--- src/rtl/intseq_pkg.sv ---
package intseq_pkg;

    localparam int ADDR_W = 20;
    localparam int WORD_W = 16;
    localparam int IF_POS = 9;
    localparam int TF_POS = 8;
    localparam logic [15:0] SP_STEP = 16'd2;

    typedef enum logic [3:0] {
        S_IDLE,
        S_PUSH_F,
        S_PUSH_CS,
        S_PUSH_IP,
        S_VEC_IP,
        S_VEC_CS,
        S_POP_IP,
        S_POP_CS,
        S_POP_F,
        S_DONE
    } seq_state_e;

    typedef struct packed {
        logic              valid;
        logic              write;
        logic [ADDR_W-1:0] addr;
        logic [WORD_W-1:0] wdata;
    } word_op_t;

    function automatic logic [ADDR_W-1:0] seg_phys(input logic [15:0] seg,
                                                   input logic [15:0] off);
        return {seg, 4'h0} + {4'h0, off};
    endfunction

    function automatic logic [ADDR_W-1:0] vec_entry(input logic [7:0] vec,
                                                    input logic       hi);
        return {10'h000, vec, hi, 1'b0};
    endfunction

    function automatic seq_state_e step_next(input seq_state_e s);
        case (s)
            S_PUSH_F:  return S_PUSH_CS;
            S_PUSH_CS: return S_PUSH_IP;
            S_PUSH_IP: return S_VEC_IP;
            S_VEC_IP:  return S_VEC_CS;
            S_VEC_CS:  return S_DONE;
            S_POP_IP:  return S_POP_CS;
            S_POP_CS:  return S_POP_F;
            S_POP_F:   return S_DONE;
            default:   return S_IDLE;
        endcase
    endfunction

endpackage

--- src/rtl/intseq_ctrl.sv ---
module intseq_ctrl
    import intseq_pkg::*;
(
    input  logic       clk,
    input  logic       rst,
    input  logic       int_req,
    input  logic [7:0] int_vec,
    input  logic       iret_req,
    input  logic       op_done,
    output seq_state_e state,
    output logic       start_int,
    output logic       start_iret,
    output logic [7:0] vec_q,
    output logic       busy,
    output logic       done
);

    logic       pend_int;
    logic       pend_iret;
    logic [7:0] pend_vec;
    logic       want_int;
    logic       want_iret;
    logic [7:0] start_vec;

    always_comb begin
        want_int   = int_req | pend_int;
        want_iret  = iret_req | pend_iret;
        start_int  = (state == S_IDLE) && want_int;
        start_iret = (state == S_IDLE) && !want_int && want_iret;
        start_vec  = pend_int ? pend_vec : int_vec;
        busy       = (state != S_IDLE);
        done       = (state == S_DONE);
    end

    always_ff @(posedge clk) begin
        if (rst) begin
            pend_int <= 1'b0;
            pend_vec <= '0;
        end else if (int_req && !(start_int && !pend_int)) begin
            pend_int <= 1'b1;
            pend_vec <= int_vec;
        end else if (start_int) begin
            pend_int <= 1'b0;
        end
    end

    always_ff @(posedge clk) begin
        if (rst) begin
            pend_iret <= 1'b0;
        end else if (iret_req && !(start_iret && !pend_iret)) begin
            pend_iret <= 1'b1;
        end else if (start_iret) begin
            pend_iret <= 1'b0;
        end
    end

    always_ff @(posedge clk) begin
        if (rst) begin
            vec_q <= '0;
        end else if (start_int) begin
            vec_q <= start_vec;
        end
    end

    always_ff @(posedge clk) begin
        if (rst) begin
            state <= S_IDLE;
        end else begin
            case (state)
                S_IDLE: begin
                    if (start_int)       state <= S_PUSH_F;
                    else if (start_iret) state <= S_POP_IP;
                end
                S_DONE:  state <= S_IDLE;
                default: if (op_done) state <= step_next(state);
            endcase
        end
    end

endmodule

--- src/rtl/intseq_regs.sv ---
module intseq_regs
    import intseq_pkg::*;
(
    input  logic        clk,
    input  logic        rst,
    input  seq_state_e  state,
    input  logic        start_int,
    input  logic        start_iret,
    input  logic [7:0]  vec_q,
    input  logic        op_done,
    input  logic [15:0] rdata,
    input  logic [15:0] ss_in,
    input  logic [15:0] sp_in,
    input  logic [15:0] flags_in,
    input  logic [15:0] cs_in,
    input  logic [15:0] ip_in,
    output logic [15:0] sp_q,
    output logic [15:0] flags_q,
    output logic [15:0] cs_q,
    output logic [15:0] ip_q,
    output word_op_t    op
);

    logic [15:0] ss_q;
    logic [15:0] push_sp;

    always_ff @(posedge clk) begin
        if (rst) begin
            ss_q    <= '0;
            sp_q    <= '0;
            flags_q <= '0;
            cs_q    <= '0;
            ip_q    <= '0;
        end else if (start_int || start_iret) begin
            ss_q    <= ss_in;
            sp_q    <= sp_in;
            flags_q <= flags_in;
            cs_q    <= cs_in;
            ip_q    <= ip_in;
        end else if (op_done) begin
            case (state)
                S_PUSH_F: begin
                    sp_q            <= sp_q - SP_STEP;
                    flags_q[IF_POS] <= 1'b0;
                    flags_q[TF_POS] <= 1'b0;
                end
                S_PUSH_CS, S_PUSH_IP: sp_q <= sp_q - SP_STEP;
                S_VEC_IP: ip_q <= rdata;
                S_VEC_CS: cs_q <= rdata;
                S_POP_IP: begin
                    ip_q <= rdata;
                    sp_q <= sp_q + SP_STEP;
                end
                S_POP_CS: begin
                    cs_q <= rdata;
                    sp_q <= sp_q + SP_STEP;
                end
                S_POP_F: begin
                    flags_q <= rdata;
                    sp_q    <= sp_q + SP_STEP;
                end
                default: ;
            endcase
        end
    end

    always_comb begin
        push_sp  = sp_q - SP_STEP;
        op       = '0;
        case (state)
            S_PUSH_F, S_PUSH_CS, S_PUSH_IP: begin
                op.valid = 1'b1;
                op.write = 1'b1;
                op.addr  = seg_phys(ss_q, push_sp);
                op.wdata = (state == S_PUSH_F)  ? flags_q :
                           (state == S_PUSH_CS) ? cs_q : ip_q;
            end
            S_VEC_IP, S_VEC_CS: begin
                op.valid = 1'b1;
                op.addr  = vec_entry(vec_q, state == S_VEC_CS);
            end
            S_POP_IP, S_POP_CS, S_POP_F: begin
                op.valid = 1'b1;
                op.addr  = seg_phys(ss_q, sp_q);
            end
            default: ;
        endcase
    end

endmodule

--- src/rtl/intseq_port.sv ---
module intseq_port
    import intseq_pkg::*;
#(
    parameter int BUS_W = 16
) (
    input  logic              clk,
    input  logic              rst,
    input  word_op_t          op,
    output logic              op_done,
    output logic [15:0]       rdata,
    output logic              mem_req,
    output logic              mem_we,
    output logic [ADDR_W-1:0] mem_addr,
    output logic [BUS_W-1:0]  mem_wdata,
    input  logic [BUS_W-1:0]  mem_rdata,
    input  logic              mem_rdy
);

    assign mem_req = op.valid;
    assign mem_we  = op.write;

    if (BUS_W == 8) begin : g_byte
        logic       beat;
        logic [7:0] lo_q;
        logic       accept;

        assign accept    = op.valid && mem_rdy;
        assign op_done   = accept && beat;
        assign mem_addr  = op.addr + {{(ADDR_W-1){1'b0}}, beat};
        assign mem_wdata = beat ? op.wdata[15:8] : op.wdata[7:0];
        assign rdata     = {mem_rdata, lo_q};

        always_ff @(posedge clk) begin
            if (rst) begin
                beat <= 1'b0;
                lo_q <= '0;
            end else if (accept) begin
                beat <= ~beat;
                if (!beat) lo_q <= mem_rdata;
            end
        end
    end else begin : g_word
        assign op_done   = op.valid && mem_rdy;
        assign mem_addr  = op.addr;
        assign mem_wdata = op.wdata;
        assign rdata     = mem_rdata;
    end

endmodule

--- src/rtl/intseq_top.sv ---
module intseq_top
    import intseq_pkg::*;
#(
    parameter int BUS_W = 16
) (
    input  logic             clk,
    input  logic             rst,
    input  logic             int_req,
    input  logic [7:0]       int_vec,
    input  logic             iret_req,
    input  logic [15:0]      ss_in,
    input  logic [15:0]      sp_in,
    input  logic [15:0]      flags_in,
    input  logic [15:0]      cs_in,
    input  logic [15:0]      ip_in,
    output logic             busy,
    output logic             done,
    output logic [15:0]      sp_out,
    output logic [15:0]      flags_out,
    output logic [15:0]      cs_out,
    output logic [15:0]      ip_out,
    output logic             mem_req,
    output logic             mem_we,
    output logic [19:0]      mem_addr,
    output logic [BUS_W-1:0] mem_wdata,
    input  logic [BUS_W-1:0] mem_rdata,
    input  logic             mem_rdy
);

    seq_state_e  state;
    logic        start_int;
    logic        start_iret;
    logic [7:0]  vec_q;
    logic        op_done;
    logic [15:0] rdata;
    word_op_t    op;

    intseq_ctrl u_ctrl (
        .clk        (clk),
        .rst        (rst),
        .int_req    (int_req),
        .int_vec    (int_vec),
        .iret_req   (iret_req),
        .op_done    (op_done),
        .state      (state),
        .start_int  (start_int),
        .start_iret (start_iret),
        .vec_q      (vec_q),
        .busy       (busy),
        .done       (done)
    );

    intseq_regs u_regs (
        .clk        (clk),
        .rst        (rst),
        .state      (state),
        .start_int  (start_int),
        .start_iret (start_iret),
        .vec_q      (vec_q),
        .op_done    (op_done),
        .rdata      (rdata),
        .ss_in      (ss_in),
        .sp_in      (sp_in),
        .flags_in   (flags_in),
        .cs_in      (cs_in),
        .ip_in      (ip_in),
        .sp_q       (sp_out),
        .flags_q    (flags_out),
        .cs_q       (cs_out),
        .ip_q       (ip_out),
        .op         (op)
    );

    intseq_port #(.BUS_W(BUS_W)) u_port (
        .clk       (clk),
        .rst       (rst),
        .op        (op),
        .op_done   (op_done),
        .rdata     (rdata),
        .mem_req   (mem_req),
        .mem_we    (mem_we),
        .mem_addr  (mem_addr),
        .mem_wdata (mem_wdata),
        .mem_rdata (mem_rdata),
        .mem_rdy   (mem_rdy)
    );

endmodule

--- config.mk ---
export PLATFORM = sky130hd
export DESIGN_NAME = intseq_top
export DESIGN_NICKNAME = d
export VERILOG_FILES = /design/src/rtl/intseq_pkg.sv /design/src/rtl/intseq_ctrl.sv /design/src/rtl/intseq_regs.sv /design/src/rtl/intseq_port.sv /design/src/rtl/intseq_top.sv
export SDC_FILE = /design/constraint.sdc
export NUM_CORES = 1
export LEC_CHECK = 0
export BUFFER_PORTS_ARGS = -buffer_cell sky130_fd_sc_hd__buf_2
export CORE_MARGIN = 1.5
export CORE_UTILIZATION = 50
export CTS_CLUSTER_SIZE = 24
export DETAILED_ROUTE_END_ITERATION = 8
export PLACE_DENSITY = 0.77
export RECOVER_POWER = 50
export SLEW_MARGIN = 20
export SYNTH_ARGS = -nofsm -noshare
export SYNTH_HDL_FRONTEND = slang
export SYNTH_SLANG_ARGS = --single-unit
--- constraint.sdc ---
create_clock -name clk -period 4.17 [get_ports clk]
set_input_delay 0.2085 -clock clk [delete_from_list [all_inputs] [get_ports clk]]
set_output_delay 0.2085 -clock clk [all_outputs]
set_load 0.005 [all_outputs]
==> out/qor.yml <==
timing:
  slew_violations: 20
  slew_headroom_pct: -12.4
  skew_ns: 0.00448
  rsz0062_at_grt: "no"
  finalSetupViolCount: 0
  fin_setup_tns_ns: 0
  fin_crit_sh_pct: 95.9
  hold_viol: 0
  fin_crit_ns: 4.00
  max_clock_freq_mhz: 250
  tightest_slew_ns: 1.68
die:
  fp.coreArea_um2: 12500
  die-width_um: 116
  dieArea_um2: 13500
  die_h_um: 116
  row_count: 41
  start_util_pct: 51.0
  ios: 213
clock_network:
  cts_tree: "built"
  clock-sinks: 106
  cts-root-buf: "clkbuf_16"
  cts_hold_buf: 0
  path_clk_slew_ns: 0.07
  htree_levels: 3
  cts_buffers: 9
  insertion_delay_ns: 0.35
  cts_buffer_depth: 2
global_route:
  busiest_layer: "met2"
  overflow: 0
  grt_start_max_net_pins: 80
  grt_util_met1_pct: 37.0
  grtUsageMet3_pct: 5.39
  grt_pass1_vias: 5965
  grt_pass1_wl_mm: 29.3
  antenna_found_initial: 0
  grt.total_usage_pct: 27.2
  gr-usage-met2_pct: 43.8
logic_synthesis:
  synth_edf_count: 0
  ys.flop_type: "dfxtp_1"
  synth_top_area_cell: "dfxtp_1"
  synth_area_um2: 6390
  async_flop_share_pct: 0
  syn_nets: 949
  synth_cell_types: 68
  synth-seq-cells: 106
  ys.warnings.count: 0
  avgSynthCellArea_um2: 7.78
  synthTopCellsByArea: "dfxtp_1 33%, mux2i_1 8.6%, nand2_1 7.5%"
  netlist_instances: 821
  yosysSeqAreaShare_pct: 33.2
  synth_top_area_share_pct: 33.2
critical_path:
  path_max_fanout: 7
  path_class: "reg -> out"
  reg2reg_from: "u_ctrl.state[3]"
  cp-start-kind: "flip-flop"
  critPathArrivalTime_ns: 3.79
  required_ns: 3.96
  critPathLaunch: "u_regs.sp_q[1]"
  end_kind: "output pin"
detailed_routing:
  avgRoutedWirePerCell_um: 16.2
  vias: 6627
  drtAntennaViolNets: 0
  initialDrtViolationCount: 534
  drc: 0
  via_per_inst: 5.64
  firstDrtPassIters: 6
  drt_wl_total_mm: 19.0
finish:
  n_fill_cell: 1232
  drive_gt1_share_pct: 20.8
  multi_input_area_um2: 3990
  num_antenna_cells: 0
  area_growth_syn_to_layout_pct: 22.3
  layout.cells.non_filler: 1174
  final_cell_area_um2: 7810
  nets: 1125
  regArea_um2: 2120
placed_design:
  dp.cells: 1157
  place.gp.congestion: 0.921
  post-dp-hpwl_mm: 13.5
  port-buffer-count: 212
  placed_area_um2: 7580
hold_path:
  min_from: "sp_in[14]"
  hold_path_class: "in -> reg"
power_and_ir_drop:
  p_leak_uw: 0.00344
  p_per_area_nw_per_um2: 825
  vdd_ir_drop_max_mv: 0.651
run:
  cap_violations: 1
status:
  status: "finished with violations"
  violations: "max-capacitance violations, max-slew violations"
## final timing paths
kind / slack (ns) / cells after the start / end
worst min register to register: 0.47 / 2 / u_regs.ss_q[11]
worst max register to register: 1.00 / 7 / u_regs.ip_q[3]
worst min-delay path: 0.08 / 3 / u_regs.sp_q[14]
worst max-delay path: 0.17 / 13 / mem_addr[17]
## per-stage QoR
step | worst slack [ns] | total power (uW) | util, % | hold slack (ns)
final | 0.172 | 6450 | 62.4 | 0.0843
after global routing | 0.00528 | 6990 | 62.4 | 0.0906
after CTS | 0.0928 | 6450 | 62.9 | 0.0786
after detailed placement | 0.515 | 5580 | 60.6 | 0.454
after global placement | 0.558 | 5510 | 60.6 | 0.442
after floorplan | 0.733 | 4330 | - | 0.345
## cell type report
class                   count  share of cell area (%)
clock buffers              11                    2.98
clock inverters             5                   0.705
inverters                  20                   0.961
multi-input cells         632                    51.1
flip-flops and latches    106                    27.2
well taps                 172                    2.75
repair buffers            228                    14.3
## critical path, cell delays in order (launching register included)
cell and delay [ns]:
dfxtp_1 0.39, inv_1 0.15, ha_1 0.26, nand4_1 0.21
or3_4 0.41, or3_1 0.33, xnor2_1 0.14, ha_1 0.33
and3_1 0.22, and4_1 0.21, a21oi_1 0.14, a2111o_1 0.44
o21ai_0 0.07, buf_2 0.13
## registers in the layout, indices dropped and copies added (netlist names), named ones only
register,count
u_regs.ip_q,16
u_regs.cs_q,16
u_ctrl.pend_int,1
u_ctrl.state,4
u_ctrl.pend_vec,8
u_ctrl.pend_iret,1
u_ctrl.vec_q,8
u_regs.ss_q,16
u_regs.flags_q,16
u_regs.sp_q,16
## layout by cell type (no fill, tap or decap), drive strengths merged, types with 12 or more instances in the layout
master  Yosys  routed
ha         18      18
a21oi      43      43
buf         9     177
clkbuf     54      62
nor2      111     111
inv        20      20
dfxtp     106     106
a311oi     33      33
o21ai      33      33
xnor2      12      12
nand3      25      25
a211oi     46      46
nor3       12      12
mux2i      55      55
nand2     127     127
xor2       14      14
## kinds of logic after synthesis
kind of cell	count (synthesis)	share of synthesized area, %
mux	55	8.62
fa+ha+maj	20	4.00
flops	106	33.2
compound gates	208	23.0
xor+xnor	26	3.56
buf+inv	83	5.07
simple gates	323	22.5
## power breakdown
part / internal [uW] / total (uW) / switching, uW / leakage [uW]
Combinational: 1500 / 3760 / 2260 / 0.00243
Clock: 464 / 845 / 381 / 0.000136
Sequential: 1430 / 1840 / 414 / 0.000878
## metal layers
layer	up-vias	share of wire (%)
met4	0	2.2
met5	-	0
met1	3082	46
met3	34	5.1
met2	207	47
li1	3304	-
## synthesized netlist by cell type (3+ instances only)
| library cell | n |
|---|---|
| nor2b_1 | 3 |
| and3_1 | 5 |
| inv_1 | 19 |
| nand2_1 | 127 |
| o21a_1 | 7 |
| nor2_1 | 111 |
| a211oi_1 | 46 |
| xor2_1 | 14 |
| a21oi_1 | 43 |
| a31oi_1 | 3 |
| nor4_1 | 4 |
| o21ai_0 | 31 |
| nor3b_1 | 4 |
| o221ai_1 | 3 |
| buf_2 | 7 |
| mux2i_1 | 55 |
| a311oi_1 | 33 |
| and2_1 | 3 |
| ha_1 | 18 |
| a21o_1 | 7 |
| nand2b_1 | 6 |
| o211ai_1 | 5 |
| clkbuf_1 | 54 |
| nand4_1 | 3 |
| nand3_1 | 25 |
| xnor2_1 | 12 |
| nor3_1 | 12 |
| o22a_1 | 3 |
| or3_1 | 6 |
| o31ai_1 | 3 |
| dfxtp_1 | 106 |
## timing repair
item / in CTS / in global routing
gates resized for setup: 0 / 4
setup buffers: 0 / 1
endpoints found under the setup margin: 0 / 9
Note: power is estimated with default switching activity, not from simulation.
